--- config.mk ---
export PLATFORM = sky130hd
export DESIGN_NAME = core_boot_ctrl
export DESIGN_NICKNAME = d
export VERILOG_FILES = /design/src/rtl/core_boot_pkg.sv /design/src/rtl/boot_rst_ctrl.sv /design/src/rtl/boot_vec_bank.sv /design/src/rtl/wall_clock.sv /design/src/rtl/core_boot_ctrl.sv
export SDC_FILE = /design/constraint.sdc
export NUM_CORES = 1
export LEC_CHECK = 0
export CORE_MARGIN = 2
export CORE_UTILIZATION = 40
export CTS_BUF_LIST = sky130_fd_sc_hd__clkbuf_16
export CTS_CLUSTER_SIZE = 12
export DETAILED_ROUTE_END_ITERATION = 6
export PLACE_DENSITY_LB_ADDON = 0.2
export RECOVER_POWER = 100
export SYNTH_ARGS = -nofsm -noshare
export SYNTH_HDL_FRONTEND = slang
export SYNTH_SLANG_ARGS = --single-unit
--- constraint.sdc ---
create_clock -name clk_i -period 2 [get_ports clk_i]
set_input_delay 0.5 -clock clk_i [delete_from_list [all_inputs] [get_ports clk_i]]
set_output_delay 0.5 -clock clk_i [all_outputs]
set_load 0.01 [all_outputs]
--- src/rtl/core_boot_pkg.sv ---
package core_boot_pkg;
  localparam logic [11:0] OFS_RST     = 12'h1B0;
  localparam logic [11:0] OFS_WALL_LO = 12'h1F0;
  localparam logic [11:0] OFS_WALL_HI = 12'h1F8;
  localparam logic [11:0] OFS_CMP_EN  = 12'h234;
  localparam logic [11:0] OFS_C1_EN   = 12'h23C;
  localparam logic [31:0] RST_POR     = 32'h0004_7800;

  // bit of the reset-hold word that drives core k
  function automatic int unsigned hold_bit(input int unsigned core);
    case (core)
      0:       return 11;
      1:       return 18;
      2:       return 12;
      3:       return 13;
      default: return 14;
    endcase
  endfunction

  function automatic logic [31:0] hold_mask(input int unsigned n);
    logic [31:0] m;
    m = '0;
    for (int unsigned k = 0; k < n; k++) m[hold_bit(k)] = 1'b1;
    return m;
  endfunction

  // start-address register offset of core k (k >= 1)
  function automatic logic [11:0] vec_ofs(input int unsigned core);
    if (core == 1) return 12'h238;
    return 12'h228 + 12'(4 * (core - 2));
  endfunction
endpackage

--- src/rtl/boot_rst_ctrl.sv ---
module boot_rst_ctrl import core_boot_pkg::*; #(
  parameter int unsigned N_CORES = 5,
  parameter int unsigned DATA_W  = 32
) (
  input  logic               clk_i,
  input  logic               rst_ni,
  input  logic               wr_i,
  input  logic [DATA_W-1:0]  wdata_i,
  output logic [DATA_W-1:0]  rst_word_o,
  output logic [N_CORES-1:0] core_rst_o
);
  localparam logic [DATA_W-1:0] KEEP = DATA_W'(hold_mask(N_CORES));

  logic [DATA_W-1:0] word_q;

  always_ff @(posedge clk_i or negedge rst_ni) begin
    if (!rst_ni)   word_q <= DATA_W'(RST_POR) & KEEP;
    else if (wr_i) word_q <= wdata_i & KEEP;
  end

  for (genvar k = 0; k < N_CORES; k++) begin : g_hold
    assign core_rst_o[k] = word_q[hold_bit(k)];
  end

  assign rst_word_o = word_q;
endmodule

--- src/rtl/boot_vec_bank.sv ---
module boot_vec_bank #(
  parameter int unsigned N_CORES = 5,
  parameter int unsigned DATA_W  = 32,
  parameter logic [N_CORES-1:0][DATA_W-1:0] DEF_PC = '0
) (
  input  logic                           clk_i,
  input  logic                           rst_ni,
  input  logic [DATA_W-1:0]              wdata_i,
  input  logic [N_CORES-1:0]             vec_wr_i,
  input  logic                           cmp_en_wr_i,
  input  logic                           c1_en_wr_i,
  output logic [N_CORES-1:0][DATA_W-1:0] vec_q_o,
  output logic [N_CORES-1:0]             en_o,
  output logic [N_CORES-1:0][DATA_W-1:0] pc_o
);
  localparam int unsigned N_CMP = N_CORES - 2;

  logic             c1_en_q;
  logic [N_CMP-1:0] cmp_en_q;

  always_ff @(posedge clk_i or negedge rst_ni) begin
    if (!rst_ni) begin
      c1_en_q  <= 1'b0;
      cmp_en_q <= '0;
    end else begin
      if (c1_en_wr_i)  c1_en_q  <= wdata_i[0];
      if (cmp_en_wr_i) cmp_en_q <= wdata_i[N_CMP-1:0];
    end
  end

  assign en_o = {cmp_en_q, c1_en_q, 1'b0};

  for (genvar k = 0; k < N_CORES; k++) begin : g_core
    if (k == 0) begin : g_fixed
      logic unused_wr;
      assign unused_wr  = vec_wr_i[0];
      assign vec_q_o[k] = '0;
      assign pc_o[k]    = DEF_PC[k];
    end else begin : g_ovr
      logic [DATA_W-1:0] vec_q;
      always_ff @(posedge clk_i or negedge rst_ni) begin
        if (!rst_ni)          vec_q <= '0;
        else if (vec_wr_i[k]) vec_q <= wdata_i;
      end
      assign vec_q_o[k] = vec_q;
      assign pc_o[k]    = en_o[k] ? vec_q : DEF_PC[k];
    end
  end
endmodule

--- src/rtl/wall_clock.sv ---
module wall_clock #(
  parameter int unsigned CNT_W  = 64,
  parameter int unsigned DATA_W = 32,
  parameter logic [CNT_W-1:0] CNT_INIT = '0
) (
  input  logic                    clk_i,
  input  logic                    rst_ni,
  input  logic                    rd_lo_i,
  output logic [CNT_W-1:0]        cnt_o,
  output logic [DATA_W-1:0]       lo_o,
  output logic [CNT_W-DATA_W-1:0] hi_shadow_o
);
  localparam int unsigned HI_W = CNT_W - DATA_W;

  logic [CNT_W-1:0] cnt_q;
  logic [HI_W-1:0]  shadow_q;

  always_ff @(posedge clk_i or negedge rst_ni) begin
    if (!rst_ni) begin
      cnt_q    <= CNT_INIT;
      shadow_q <= '0;
    end else begin
      cnt_q <= cnt_q + 1'b1;
      if (rd_lo_i) shadow_q <= cnt_q[CNT_W-1:DATA_W];
    end
  end

  assign cnt_o       = cnt_q;
  assign lo_o        = cnt_q[DATA_W-1:0];
  assign hi_shadow_o = shadow_q;
endmodule

--- src/rtl/core_boot_ctrl.sv ---
module core_boot_ctrl import core_boot_pkg::*; #(
  parameter int unsigned ADDR_W  = 12,
  parameter int unsigned DATA_W  = 32,
  parameter int unsigned N_CORES = 5,
  parameter int unsigned CNT_W   = 64,
  parameter logic [CNT_W-1:0] WALL_INIT = '0,
  parameter logic [N_CORES-1:0][DATA_W-1:0] DEF_PC =
    {32'h0000_4400, 32'h0000_3400, 32'h0000_2400, 32'h0000_1400, 32'h0000_0000}
) (
  input  logic                        clk_i,
  input  logic                        rst_ni,
  input  logic                        req_i,
  input  logic                        we_i,
  input  logic [ADDR_W-1:0]           addr_i,
  input  logic [DATA_W-1:0]           wdata_i,
  output logic [DATA_W-1:0]           rdata_o,
  output logic [N_CORES-1:0]          core_rst_o,
  output logic [N_CORES*DATA_W-1:0]   core_pc_o
);
  localparam int unsigned HI_W  = CNT_W - DATA_W;
  localparam int unsigned N_CMP = N_CORES - 2;

  logic wr, rd;
  logic hit_rst, hit_lo, hit_hi, hit_cmp_en, hit_c1_en;
  logic [N_CORES-1:0] hit_vec;

  assign wr = req_i & we_i;
  assign rd = req_i & ~we_i;

  assign hit_rst    = addr_i == ADDR_W'(OFS_RST);
  assign hit_lo     = addr_i == ADDR_W'(OFS_WALL_LO);
  assign hit_hi     = addr_i == ADDR_W'(OFS_WALL_HI);
  assign hit_cmp_en = addr_i == ADDR_W'(OFS_CMP_EN);
  assign hit_c1_en  = addr_i == ADDR_W'(OFS_C1_EN);

  for (genvar k = 0; k < N_CORES; k++) begin : g_dec
    if (k == 0) begin : g_none
      assign hit_vec[k] = 1'b0;
    end else begin : g_hit
      assign hit_vec[k] = addr_i == ADDR_W'(vec_ofs(k));
    end
  end

  logic [DATA_W-1:0]              rst_word;
  logic [N_CORES-1:0][DATA_W-1:0] vec_q;
  logic [N_CORES-1:0][DATA_W-1:0] pc;
  logic [N_CORES-1:0]             en;
  logic [CNT_W-1:0]               wall_cnt;
  logic [DATA_W-1:0]              wall_lo;
  logic [HI_W-1:0]                wall_shadow;

  boot_rst_ctrl #(.N_CORES(N_CORES), .DATA_W(DATA_W)) u_rst (
    .clk_i, .rst_ni,
    .wr_i       (wr & hit_rst),
    .wdata_i,
    .rst_word_o (rst_word),
    .core_rst_o
  );

  boot_vec_bank #(.N_CORES(N_CORES), .DATA_W(DATA_W), .DEF_PC(DEF_PC)) u_vec (
    .clk_i, .rst_ni,
    .wdata_i,
    .vec_wr_i    ({N_CORES{wr}} & hit_vec),
    .cmp_en_wr_i (wr & hit_cmp_en),
    .c1_en_wr_i  (wr & hit_c1_en),
    .vec_q_o     (vec_q),
    .en_o        (en),
    .pc_o        (pc)
  );

  wall_clock #(.CNT_W(CNT_W), .DATA_W(DATA_W), .CNT_INIT(WALL_INIT)) u_wall (
    .clk_i, .rst_ni,
    .rd_lo_i     (rd & hit_lo),
    .cnt_o       (wall_cnt),
    .lo_o        (wall_lo),
    .hi_shadow_o (wall_shadow)
  );

  for (genvar k = 0; k < N_CORES; k++) begin : g_pc
    assign core_pc_o[k*DATA_W +: DATA_W] = pc[k];
  end

  logic [DATA_W-1:0] rd_val;

  always_comb begin
    rd_val = '0;
    if (hit_rst)    rd_val = rst_word;
    if (hit_lo)     rd_val = wall_lo;
    if (hit_hi)     rd_val = DATA_W'(wall_shadow);
    if (hit_cmp_en) rd_val[N_CMP-1:0] = en[N_CORES-1:2];
    if (hit_c1_en)  rd_val[0] = en[1];
    for (int k = 1; k < N_CORES; k++)
      if (hit_vec[k]) rd_val = vec_q[k];
  end

  always_ff @(posedge clk_i or negedge rst_ni) begin
    if (!rst_ni)  rdata_o <= '0;
    else if (rd)  rdata_o <= rd_val;
  end
endmodule

=== Yosys cells after proc, flatten, opt, wreduce, memory -nomap -nowiden ===
Index checks and enable logic that the tools add are counted.

* Equality and inequality tests: 9
* Bitwise operators: 8
* Add/subtract/negate cells: 1
* Mux-type cells: 13

{| class="wikitable"
|+ Operator list
! operator !! count
|-
| 32-bit 2-to-1 mux || 10
|-
| 12-bit by 10-bit equality test with 1-bit output, second input constant || 6
|-
| 64-bit by 1-bit adder with 64-bit output, second input constant || 1
|-
| 12-bit by 9-bit equality test with 1-bit output, second input constant || 3
|-
| 19-bit 2-to-1 mux || 1
|-
| 1-bit AND || 6
|-
| 5-bit AND || 1
|-
| 3-bit 2-to-1 mux || 1
|-
| 1-bit 2-to-1 mux || 1
|-
| 1-bit NOT || 1
|}

* Output and inout port bits: 197
* Logic and storage cells: 41
* Bits in registers: 265

=== Logic depth before layout (Yosys ltp) ===
* Word-level depth: 10
* Depth in mapped cells: 9
* Mapped depth without buffers: 6

=== Cells and area by module ===
From an unflattened synthesis, not the netlist that was laid out.

* Cells, all modules: 1362
* Area, all modules: 15259.6 um^2

{| class="wikitable"
|+ Modules (own cells, without submodules)
! module !! seq. area each (um^2) !! area each (um^2) !! instances !! cells an instance
|-
| boot_vec_bank || 3303.2 || 6870.3 || 1 || 487
|-
| wall_clock || 2402.3 || 4391.7 || 1 || 373
|-
| core_boot_ctrl || 800.8 || 3565.9 || 1 || 459
|-
| boot_rst_ctrl || 131.4 || 431.7 || 1 || 43
|}

=== Least setup slack after synthesis ===
Ideal clock, no wire load.

* Path kind: input to register
* From: in addr_i[6]
* To: reg u_vec.g_core[3].g_ovr.vec_q[10]
* Arrival: 2.370 ns
* Stages: 7
* Path slack: -0.498 ns
* Data required time: 1.873 ns
* Cells stage by stage: buf_2 -> or4b_4 -> nor4_4 -> and3_1 -> buf_4 -> buf_6 -> mux2_1

* Cells in the longest elaborated chain, start to end: 2

{| class="wikitable"
|+ RTL lines
! item !! line !! text
|-
| start: declaration || core_boot_ctrl.sv:14 || <nowiki>input logic [ADDR_W-1:0] addr_i,</nowiki>
|-
| 12-bit by 10-bit equality test with 1-bit output || core_boot_ctrl.sv:40 || <nowiki>assign hit_vec[k] = addr_i == ADDR_W'(vec_ofs(k));</nowiki>
|-
| 5-bit AND || core_boot_ctrl.sv:63 || <nowiki>.vec_wr_i ({N_CORES{wr}} & hit_vec),</nowiki>
|-
| end signal: assignment || boot_vec_bank.sv:43 || <nowiki>else if (vec_wr_i[k]) vec_q <= wdata_i;</nowiki>
|-
| end: declaration || boot_vec_bank.sv:40 || <nowiki>logic [DATA_W-1:0] vec_q;</nowiki>
|}

No other way between the ends.
A chain may end at the register's enable or synchronous reset.

=== Worst setup path in the final report ===
* From: reg u_vec.cmp_en_q[1]
* To: out core_pc_o[96]

* Cells in the longest elaborated chain, start to end: 1

{| class="wikitable"
|+ RTL lines
! item !! line !! text
|-
| start: declaration || boot_vec_bank.sv:19 || <nowiki>logic [N_CMP-1:0] cmp_en_q;</nowiki>
|-
| start signal: assignment || boot_vec_bank.sv:27 || <nowiki>if (cmp_en_wr_i) cmp_en_q <= wdata_i[N_CMP-1:0];</nowiki>
|-
| 32-bit 2-to-1 mux || boot_vec_bank.sv:46 || <nowiki>assign pc_o[k] = en_o[k] ? vec_q : DEF_PC[k];</nowiki>
|-
| end: declaration || core_boot_ctrl.sv:18 || <nowiki>output logic [N_CORES*DATA_W-1:0] core_pc_o</nowiki>
|}

No other way between the ends.

==> metrics.md <==
| Metric | Value |
|---|---|
| PortBufs | 212 |
| DR pass1 iterations | 4 |
| Yosys top cell by area | dfrtp_1 |
| Clock Tree Buf Depth | 3 |
| Switch share | around a quarter |
| H-Tree Depth | 1 |
| Routed Wire Length | about 45000 um |
| Routed vias | 10.65k |
| Reg clk slew, reported paths | 0.06 ns |
| CP max stage delay | 0.44 ns |
| Hold_ws | approximately 0.47 ns |
| Count leader, synth | dfrtp_1 |
| Max_cap viols | 0 |
| Core area | 0.03229 sq mm |
| RSZ-0062 raised after global routing | true |
| Placed Area | 0.01631 sq mm |
| Crit end category | output port |
| Max-Slew Margin vs Limit | roughly 46% |
| CP required | 1.50 ns |
| Number of global-route vias before repair | 10.86k |
| Worst slew pin tran | 0.8077 ns |
| EDFF count, synth | 0 |
| Hold Startpoint | u_wall.cnt_o[63]$_DFF_PN0_ |
| Area Growth Syn to Fin | 40.18% |
| Clock Power Share | 45.4% |
| Finish-stage setup viols | approximately 160 |
| CTS tree | done |
| Initial Util | 40.40% |
| Register area share after synthesis | around half |
| Async SR Flop Fraction | 100.0% |
| Reg2reg start | u_wall.cnt_o[4]$_DFF_PN0_ |
| Clock root cell | clkbuf_16 |
| Residual DRC | 0 |
| Lkg Pwr | between 8 and 9 nW |
| Max Slew Vio Count | 0 |
| Total I/O pin count | about 250 |
| Post-Syn Area per Cell | approximately 11 sq um |
| Top cells by area, synth | dfrtp_1, mux2_2, and2_1 |
| FP Rows | 66 |
| Post-synth cell types | just under 60 |
| CTS Buf Count | 30 |
| Critical path class | reg2out |
| Failing checks | setup timing |
| Total gr overflow | 0 |
| Crit path launch | u_vec.cmp_en_q[1]$_DFFE_PN0P_ |
| Total GRT Usage | around a quarter |
| Worst-case clock skew | ~0.013 ns |
| Number of vias per cell | 5.463 |
| Die area | between 0.03 and 0.04 sq mm |
| Internal | ~9 mW |
| Clk_lat worst skew | 0.56 ns |
| Die H | 184.6 um |
| Detail Route Antenna Nets | 0 |
| VDD IR max | 547.0 uV |
| CP Launch Type | register |
| Crit path cell chain | buf_12 > buf_8 > buf_6 > and2_4 > buf_6 |
| Synth Instances | 1168 |
| Sequential share of power | 47.8% |
| Logic pwr share | 6.7% |
| Synth Register Bits | 265 |
| Critical path's slowest cell | dfrtp_2 |
| Nets | between 1.5k and 2k |
| Final GP Congestion | ~0.89 |
| Final hold vios | 0 |
| Post-route cell area | between 0.015 and 0.02 sq mm |
| First-pass GRT wire length | 67340 um |
| Initial DRC count | between 600 and 700 |
| Power Total | approximately 11 mW |
| Initial antenna violation count | 1 |
| Layout cell share with drive strength beyond 1 | roughly 39% |
| NetSw | about 2.7 mW |
| Top-area cell type share of the netlist area | between 40% and 50% |
| DR WL/cell | 23.02 um |
| Syn. warnings | 0 |
| WP data arrival | between 1.5 and 2 ns |
| Netlist Area Pre-Place | 0.01304 sq mm |
| Pin count of the biggest net entering global routing | between 70 and 80 |
| Tcrit/Tclk final | 107.2% |
| Synth cell count leaders | dfrtp_1, mux2_2, and2_1 |
| Ys flop type | dfrtp_1 |
| Pwr/cell area | 628.5 mW/mm^2 |
| Setup WS post-layout | -0.1445 ns |
| Chip width | between 150 and 200 um |
| Max FO, Critical Path | 7 |
| Hpwl dp | 29020 um |
| Post-layout minimum cycle time | 2.144 ns |
| Outcome | complete, but fails checks |
| Hold crit path type | reg2reg |
| Clock sinks | around 270 |
| Most numerous cell on the critical path | buf_6 |
| Fmax | ~470 MHz |
## cell usage in the layout, fill, tap and decap left out, types with 23 or more instances in the layout
cell,instances
clkdlybuf4s50_1,54
nand3_1,32
nor2_1,39
conb_1,32
clkbuf_16,32
dfrtp_1,257
and2_4,104
a21o_1,23
mux2_2,121
a221oi_1,23
nand2_1,58
buf_4,73
xor2_1,25
mux2_4,26
or3_1,29
o21ai_0,45
xnor2_1,37
buf_6,126
a21oi_1,50
## power by group through the flow
| stage | clock (mW) | combinational (mW) | sequential, mW |
|---|---|---|---|
| 6_report | 5.22 | 0.775 | 5.50 |
| 5_1_grt | 5.48 | 0.839 | 5.50 |
| 4_1_cts | 5.26 | 0.802 | 5.50 |
| 3_5_place_dp | 0 | 0.801 | 5.59 |
| 3_3_place_gp | 0 | 0.789 | 5.59 |
| 2_1_floorplan | 0 | 0.250 | 5.61 |
## metal layers
| layer | share of wire (%) | wire, um | track usage (%) | up-vias |
|---|---|---|---|---|
| li1 | - | - | - | 4742 |
| met1 | 43 | 19140 | 35.53 | 5411 |
| met2 | 48 | 21530 | 44.56 | 396 |
| met3 | 5.9 | 2657 | 3.399 | 103 |
| met4 | 3.5 | 1563 | 7.104 | 0 |
| met5 | 0 | 0 | 0 | - |
## flip-flops by register name, summed over array words and instances, names as in the netlist
| register | flops |
|---|---|
| rdata_o | 32 |
| u_rst.rst_word_o | 5 |
| u_vec.c1_en_q | 1 |
| u_vec.cmp_en_q | 3 |
| u_vec.g_core.g_ovr.vec_q | 128 |
| u_wall.cnt_o | 64 |
| u_wall.hi_shadow_o | 32 |
## final cells by class
type                            count  area, sq um
Sequential cell                   265         6641
Timing Repair Buffer              354         3654
Inverter                           10        37.54
Fill cell                        2742        14000
Tap cell                          442        553.0
Antenna cell                        1        2.502
Multi-Input combinational cell    824         6479
Clock inverter                     23        142.6
Clock buffer                       31        775.7
## cell families (layout without fill, tap and decap cells)
kind of cell	after synthesis	in the layout	synth area share (%)
AO/OA/AOI/OAI	188	188	9.525
XOR/XNOR	62	62	4.163
adder cells (fa/ha/maj)	1	1	0.09591
buffers and inverters	110	418	4.412
flip-flops	265	265	50.89
multiplexers	176	176	15.08
other	1	33	0.02875
AND/OR/NAND/NOR	365	365	15.81
## critical path, delay by kind of cell, from the launching register on
kind	cells	cell delay, ns
simple gates	1	0.14
buf+inv	4	0.50
flops	1	0.44
## what timing repair did
| item | in CTS | in global routing |
|---|---|---|
| gates cloned | 14 | 1 |
| hold buffers | 1 | 0 |
| buffers inserted | 26 | 11 |
| gates resized for setup | 747 | 125 |
| hold endpoints to repair | 25 | 0 |
| setup endpoints to repair | 307 | 230 |
| pin swaps | 6 | 8 |
## worst paths after layout
check / slack (ns) / cells after the start / to
max in group asynchronous: 0.28 / 3 / u_vec.g_core[4].g_ovr.vec_q[22]$_DFFE_PN0P_
min: 0.47 / 1 / u_wall.cnt_o[63]$_DFF_PN0_
min in group asynchronous: 0.57 / 2 / u_wall.hi_shadow_o[0]$_DFFE_PN0P_
max reg2reg: 0.03 / 6 / u_wall.cnt_o[16]$_DFF_PN0_
min reg2reg: 0.47 / 1 / u_wall.cnt_o[63]$_DFF_PN0_
max: -0.14 / 5 / core_pc_o[96]
## metrics by stage
stage          instances  utilization (%)  worst slack (ns)  setup TNS [ns]
2_1_floorplan       1199                -           -0.4317          -35.73
3_3_place_gp        1850            50.52           -0.8072         -137.80
3_5_place_dp        1850            50.52           -0.8509         -139.42
4_1_cts             1942            56.01           -0.1772          -7.259
5_1_grt             1950            56.63           -0.1854          -20.43
6_report            1950            56.63           -0.1445          -9.804
No activity file was read; power rests on OpenSTA's default activity.
